==> config.mk <==
export PLATFORM = sky130hd
export DESIGN_NAME = cordic_dir_gen
export DESIGN_NICKNAME = d
export VERILOG_FILES = /design/src/rtl/cordic_dir_gen.sv
export SDC_FILE = /design/constraint.sdc
export NUM_CORES = 1
export LEC_CHECK = 0
export ABC_AREA = 1
export BUFFER_PORTS_ARGS = -buffer_cell sky130_fd_sc_hd__buf_2
export CAP_MARGIN = 20
export CORE_ASPECT_RATIO = 0.5
export CORE_UTILIZATION = 50
export DETAILED_ROUTE_END_ITERATION = 6
export PLACE_DENSITY = 0.63
export SYNTH_ARGS = -nofsm -noshare
export SYNTH_HDL_FRONTEND = slang
export SYNTH_SLANG_ARGS = --single-unit
==> constraint.sdc <==
create_clock -name clk -period 7.9 [get_ports clk]
set_input_delay 2.37 -clock clk [delete_from_list [all_inputs] [get_ports clk]]
set_output_delay 2.37 -clock clk [all_outputs]
set_load 0.03 [all_outputs]
==> src/rtl/cordic_dir_gen.sv <==
module cordic_dir_gen #(
  parameter int ANG_W = 8,
  parameter int NSTEP = 8,
  parameter int SPLIT = 4,
  parameter int GUARD = 8
) (
  input  logic             clk,
  input  logic             rst_n,
  input  logic             vld_i,
  input  logic [ANG_W-1:0] theta_i,
  output logic             vld_o,
  output logic             half_o,
  output logic             quarter_o,
  output logic [NSTEP-1:0] dir_o
);

  localparam int RW = ANG_W + GUARD;
  localparam int EX = SPLIT - 1;
  localparam int TL = NSTEP - SPLIT + 1;

  // atan(2^-i) in units of 2pi/N scaled by 2^GUARD, via odd power series
  function automatic int alpha_fx(int i);
    real x, x2, term, acc, scale;
    x = 1.0 / (2.0 ** i);
    x2 = x * x;
    term = x;
    acc = 0.0;
    for (int k = 0; k < 40; k++) begin
      if (k % 2 == 0) acc = acc + term / real'(2 * k + 1);
      else            acc = acc - term / real'(2 * k + 1);
      term = term * x2;
    end
    scale = (2.0 ** (ANG_W + GUARD)) / (2.0 * 3.14159265358979323846);
    return $rtoi(acc * scale + 0.5);
  endfunction

  localparam logic signed [RW:0] BIAS = (RW+1)'((2 ** TL) * alpha_fx(NSTEP));
  localparam logic [RW:0]        DIV  = (RW+1)'(2 * alpha_fx(NSTEP));
  localparam logic [RW:0]        TOPV = (RW+1)'((2 ** TL) - 1);

  if (SPLIT < 3 || SPLIT > NSTEP || GUARD < 1) begin : g_bad_cfg
    $error("cordic_dir_gen: need 3 <= SPLIT <= NSTEP and GUARD >= 1");
  end

  for (genvar s = 0; s <= EX; s++) begin : g_st
    logic signed [RW-1:0] rem, rem_n;
    logic [NSTEP-1:0]     dir, dir_n;
    logic [1:0]           quad, quad_n;
    logic                 vld, vld_n;

    if (s == 0) begin : g_in
      assign vld_n  = vld_i;
      assign quad_n = theta_i[ANG_W-1 -: 2] + {1'b0, theta_i[ANG_W-3]};
      assign rem_n  = {{2{theta_i[ANG_W-3]}}, theta_i[ANG_W-3:0], {GUARD{1'b0}}};
      assign dir_n  = '0;
    end else begin : g_cr
      localparam logic signed [RW-1:0] ANG = RW'(alpha_fx(s));
      logic pos;
      assign pos    = ~g_st[s-1].rem[RW-1];
      assign vld_n  = g_st[s-1].vld;
      assign quad_n = g_st[s-1].quad;
      assign rem_n  = pos ? g_st[s-1].rem - ANG : g_st[s-1].rem + ANG;
      assign dir_n  = g_st[s-1].dir | (NSTEP'(pos) << (s - 1));
    end

    always_ff @(posedge clk or negedge rst_n) begin
      if (!rst_n) begin
        vld  <= 1'b0;
        rem  <= '0;
        dir  <= '0;
        quad <= '0;
      end else begin
        vld <= vld_n;
        if (vld_n) begin
          rem  <= rem_n;
          dir  <= dir_n;
          quad <= quad_n;
        end
      end
    end
  end

  logic signed [RW:0] num;
  logic [RW:0]        quo;
  logic [TL-1:0]      tail;
  logic [NSTEP-1:0]   dir_f;

  assign num = {g_st[EX].rem[RW-1], g_st[EX].rem} + BIAS;

  always_comb begin
    if (num[RW]) quo = '0;
    else         quo = unsigned'(num) / DIV;
    tail  = (quo > TOPV) ? '1 : quo[TL-1:0];
    dir_f = g_st[EX].dir;
    for (int j = 0; j < TL; j++) dir_f[SPLIT-1+j] = tail[TL-1-j];
  end

  always_ff @(posedge clk or negedge rst_n) begin
    if (!rst_n) begin
      vld_o     <= 1'b0;
      half_o    <= 1'b0;
      quarter_o <= 1'b0;
      dir_o     <= '0;
    end else begin
      vld_o <= g_st[EX].vld;
      if (g_st[EX].vld) begin
        {half_o, quarter_o} <= g_st[EX].quad;
        dir_o               <= dir_f;
      end
    end
  end

endmodule


# Word level (Yosys, flattened, before mapping)

Index checks and enable logic that the tools add are counted.

Logic and storage cells: 39
Register bits after elaboration: 83
Output and inout port bits: 11
Input bits: 11

Magnitude comparators: 1
Add/sub/neg operators: 8
Bitwise gates (word level): 5
Muxes and demuxes: 5
Divide/modulo/power cells: 1

Operator list:

| kind                                                 | number |
|---|---|
| 2-to-1 mux 16 bit                                    | 3 |
| adder 16 x 12 -> 17 bit (second input constant)      | 1 |
| divider 17 x 7 -> 17 bit (second input constant)     | 1 |
| > comparator 17 x 5 -> 1 bit (second input constant) | 1 |
| 2-to-1 mux 17 bit                                    | 1 |
| adder 16 x 12 -> 16 bit (second input constant)      | 1 |
| adder 16 x 13 -> 16 bit (second input constant)      | 1 |
| subtractor 16 x 12 -> 16 bit (second input constant) | 1 |
| subtractor 16 x 13 -> 16 bit (second input constant) | 1 |
| adder 14 x 14 -> 15 bit (second input constant)      | 1 |
| subtractor 14 x 14 -> 15 bit (second input constant) | 1 |
| 2-to-1 mux 5 bit                                     | 1 |
| inverter 1 bit                                       | 3 |
| OR 2 x 3 -> 3 bit                                    | 1 |
| adder 2 x 1 -> 2 bit                                 | 1 |
| OR 1 x 2 -> 2 bit                                    | 1 |

# Depth between registers and ports, before layout

Depth after elaboration: 5
Mapped depth: 66
Depth with buffers taken out: 66

# Worst setup path after synthesis

No wires, ideal clock.

Kind: flip-flop to flip-flop
From: reg g_st[3].rem[5]
To: reg dir_o[7]
Period minus slack after synthesis: 5895 ps
Data required time: 7783 ps
Arrival time: 5778 ps
Slack: 2005 ps
Buffers on the path: 0
Library setup time: 117 ps
Stages on the path, launching flop included: 58
Path through: dfrtp_1 -> ha_1 -> nand2_1 -> nand2_1 -> nand2_1 -> nand2_1 -> nand2_1 -> nand2_2 -> nand2_2 -> nand2_2 -> nand3_1 -> nand2_2 -> nand3_4 -> nand3_1 -> nand4_4 -> nand2_4 -> nand2_4 -> nand2_2 -> (+22 left out) -> nand2_2 -> nand2_2 -> nor2_1 -> nand3_2 -> nand3_4 -> nand2_1 -> nand2_2 -> nor2_1 -> nand3_2 -> nand2_4 -> nand2_1 -> xor2_1 -> nor2_1 -> nand2_1 -> nand2_1 -> nand2_1 -> nand2_1 -> nand2_1

Word-level cells in the longest chain between the ends: 5

Ends and longest elaborated chain:

| item                         | RTL line | source |
|---|---|---|
| start, declared              | 46       | `logic signed [RW-1:0] rem, rem_n;` |
| start signal, assigned       | 75       | `rem <= rem_n;` |
| adder 16 x 12 -> 17 bit (*)  | 88       | `assign num = {g_st[EX].rem[RW-1], g_st[EX].rem} + BIAS;` |
| divider 17 x 7 -> 17 bit     | 92       | `else quo = unsigned'(num) / DIV;` |
| 2-to-1 mux 17 bit (*)        | 91       | `if (num[RW]) quo = '0;` |
| > comparator 17 x 5 -> 1 bit | 93       | `tail = (quo > TOPV) ? '1 : quo[TL-1:0];` |
| 2-to-1 mux 5 bit (*)         | 93       |  |
| end signal, assigned         | 108      | `dir_o <= dir_f;` |
| end, declared                | 14       | `output logic [NSTEP-1:0] dir_o` |

Every way passes the cells marked *; elsewhere a longest branch is shown, timed or not.
A chain may end at the register's enable or synchronous reset.

# Final worst setup path

Same ends and word-level chain as after synthesis.

==> impl_metrics.csv <==
group,metric,value,unit
die,io_pins,22,
cells_and_area,seqCellArea,1877,um^2
die,core,12020,um^2
drt,first_iter_violations,260,
critical_path,r2r_setup_slack,1.11,ns
logic_synthesis,synthAdderAreaFrac,0.06536,
job,max_cap_violations,0,
critical_path,critPathKind,"flip-flop to flip-flop",
sta,rsz0062_at_grt,"false",
cells_and_area,multi_input_area,3973,um^2
clocking,insertion_delay,0.33,ns
logic_synthesis,synth_top_area_frac,0.2989,
drt,vias,5308,
placement,gp_congestion,0.8675,
cells_and_area,antenna_cells,0,
drt,via_per_inst,5.065,
critical_path,crit_start,"g_st[3].rem[5]",
sta,whs,0.4730,ns
logic_synthesis,postSynthAreaPerCell,7.326,um^2
critical_path,crit_fanout,9,
logic_synthesis,synth_simple_gate_area_frac,0.4063,
min_path,worst_hold_path_type,"flip-flop to flip-flop",
die,die_area,13040,um^2
cells_and_area,syn2layout_area_growth,8.988,%
clocking,clock_path_buffers,2,
drt,ant_nets,0,
critical_path,cp.required,8.13,ns
logic_synthesis,netlist_area,6279,um^2
logic_synthesis,ys_ff_latch,75,
critical_path,rr_worst_depth,60,
critical_path,slowest_stage,"dfrtp_1",
critical_path,endpoint,"dir_o[7]",
logic_synthesis,synth_compound_area_frac,0.1192,
clocking,cts_buffers,9,
die,die-width,160.5,um
sta,slew_violations,0,
cells_and_area,fill_cells,1176,
clocking,cts_tree,"yes",
grt,overflow,0,
logic_synthesis,ys_top_cells_by_area,"dfrtp_1 30%, nand2_1 14%, ha_1 5.6%",
grt,grt_pass1_wl,22430,um
clocking,clk_pin_slew,0.07,ns
drt,drt-wirelength-per-cell,11.97,um
clocking,cts.sinks,75,
cells_and_area,final_common_cell,"nand2_1",
critical_path,rr_startpoint,"g_st[3].rem[5]",
logic_synthesis,synth_cell_types,46,
critical_path,cp-start-kind,"flip-flop",
critical_path,r2r_end,"dir_o[7]",
sta,tightest_slew,0.9292,ns
clocking,cts_root_buffer,"clkbuf_16",
die,rows,28,
grt,grt_start_max_net_pins,76,
critical_path,crit_path_end_kind,"flip-flop",
die,start_util,0.5225,
logic_synthesis,synth_cells,857,
cells_and_area,drive_gt1_frac,0.1937,
placement,io_buffers,21,
die,die_h,81.24,um
placement,dp_hpwl,9775,um
critical_path,arrival,7.02,ns
clocking,ctsResizeCount,0,
sta,setup_viol,0,
grt,grt_pass1_vias,4965,
cells_and_area,layout.nets,920,
clocking,cts_setup_buffers,0,
critical_path,crit_top_cell,"nand2_1",
critical_path,critPathMaxStageDelay,0.52,ns
logic_synthesis,ys_seq_area_frac,0.2989,
clocking,htree_levels,3,
clocking,cts_hold_buf,0,
grt,track_usage,0.2088,
sta,hold_viol_final,0,
logic_synthesis,synthMuxAreaShare,0,
sta,finalWorstPathRequiredPeriod,6.793,ns
logic_synthesis,synth_top_family_by_area,"simple AND/OR/NAND/NOR gates",
sta,fmax,0.1472,GHz
status,status,"completed",
sta,setup_tns,0,ns
sta,slew_headroom,0.3806,
drt,drc,0,
drt,dr.pass1.iters,5,
logic_synthesis,synth-xor-area-share,0.04185,
grt,grt_antenna_before_repair,0,
sta,fin_crit_sh,0.8599,
logic_synthesis,yosysWarnings,0,
drt,wirelength,12550,um
sta,fin_skew,0.004702,ns
cells_and_area,final_cell_mix,"233 x nand2_1, 80 x inv_1, 75 x dfrtp_1",
logic_synthesis,synth_top_cell_by_area,"dfrtp_1",
logic_synthesis,syn-num-nets,899,
cell usage after synthesis (all sizes together):
cell	number
nand2	301
inv	96
nand3	85
dfrtp	75
nor2	66
o21ai	66
a21oi	35
ha	28
xor2	21
nand4	20
clkbuf	10
xnor2	9
o211ai	7
a31oi	6
o31ai	5
o21bai	4
or2	4
and2	3
clkinv	3
fa	3
o22ai	2
a211oi	1
a22o	1
a22oi	1
buf	1
nand3b	1
nor3	1
nor4b	1
o21a	1
kinds of logic (layout without fill, tap and decap cells):
family	Yosys count	count (layout)
adder cells (fa/ha/maj)	31	31
buffers and inverters	110	136
XOR/XNOR	30	30
flip-flops	75	75
AO/OA/AOI/OAI	129	129
AND/OR/NAND/NOR	482	482
critical path: cells and delay by family, from the launching register on:
| kind | cells | cell delay [ns] |
|---|---|---|
| AOI/OAI and AO/OA | 2 | 0.20 |
| adders and majority gates | 1 | 0.25 |
| buffers and inverters | 2 | 0.24 |
| DFF | 1 | 0.52 |
| and+or+nand+nor | 55 | 5.43 |
final cells by class:
type,instances,area share
timing repair buffer,21,0.01572
sequential,75,0.2743
inverter,99,0.05613
multi-input combinational,672,0.5805
clock inverter,7,0.01024
clock buffer,9,0.03291
tap,165,0.03017
state kept, by name, indices dropped and copies added, names as in the netlist:
signal	count
dir_o	8
g_st.dir	5
g_st.quad	8
g_st.rem	47
g_st.vld	4
half_o	1
quarter_o	1
vld_o	1
stage by stage:
stage / utilization / setup slack, ns / instance area [um^2] / std cells
finish: 0.5695 / 1.107 / 6843 / 1048
global route: 0.5695 / 0.2514 / 6843 / 1048
CTS: 0.5695 / 1.090 / 6843 / 1048
detailed placement: 0.5449 / 1.128 / 6548 / 1032
global placement: 0.5449 / 1.254 / 6548 / 1032
floorplan: - / 2.005 / 6279 / 857
per-layer routing:
layer	up-vias	part of all wire	global-route usage
met4	0	0.0071	0.04095
met5	-	0	0
li1	2856	-	-
met1	2372	0.52	0.2757
met3	7	0.027	0.03830
met2	73	0.44	0.3619
how the worst min path moves through the flow:
stage	startpoint	end	slack, ns	depth (start not counted)
floorplan	g_st[0].vld	g_st[1].vld	0.35	0
global placement	half_o	half_o	0.45	2
detailed placement	g_st[1].quad[0]	g_st[1].quad[0]	0.46	2
CTS	dir_o[2]	dir_o[2]	0.48	2
global route	g_st[1].quad[0]	g_st[1].quad[0]	0.50	2
finish	g_st[1].quad[1]	g_st[1].quad[1]	0.47	2
Power is not shown: default switching activity piles up to over one toggle a cycle in this logic, so the estimate is an artifact.
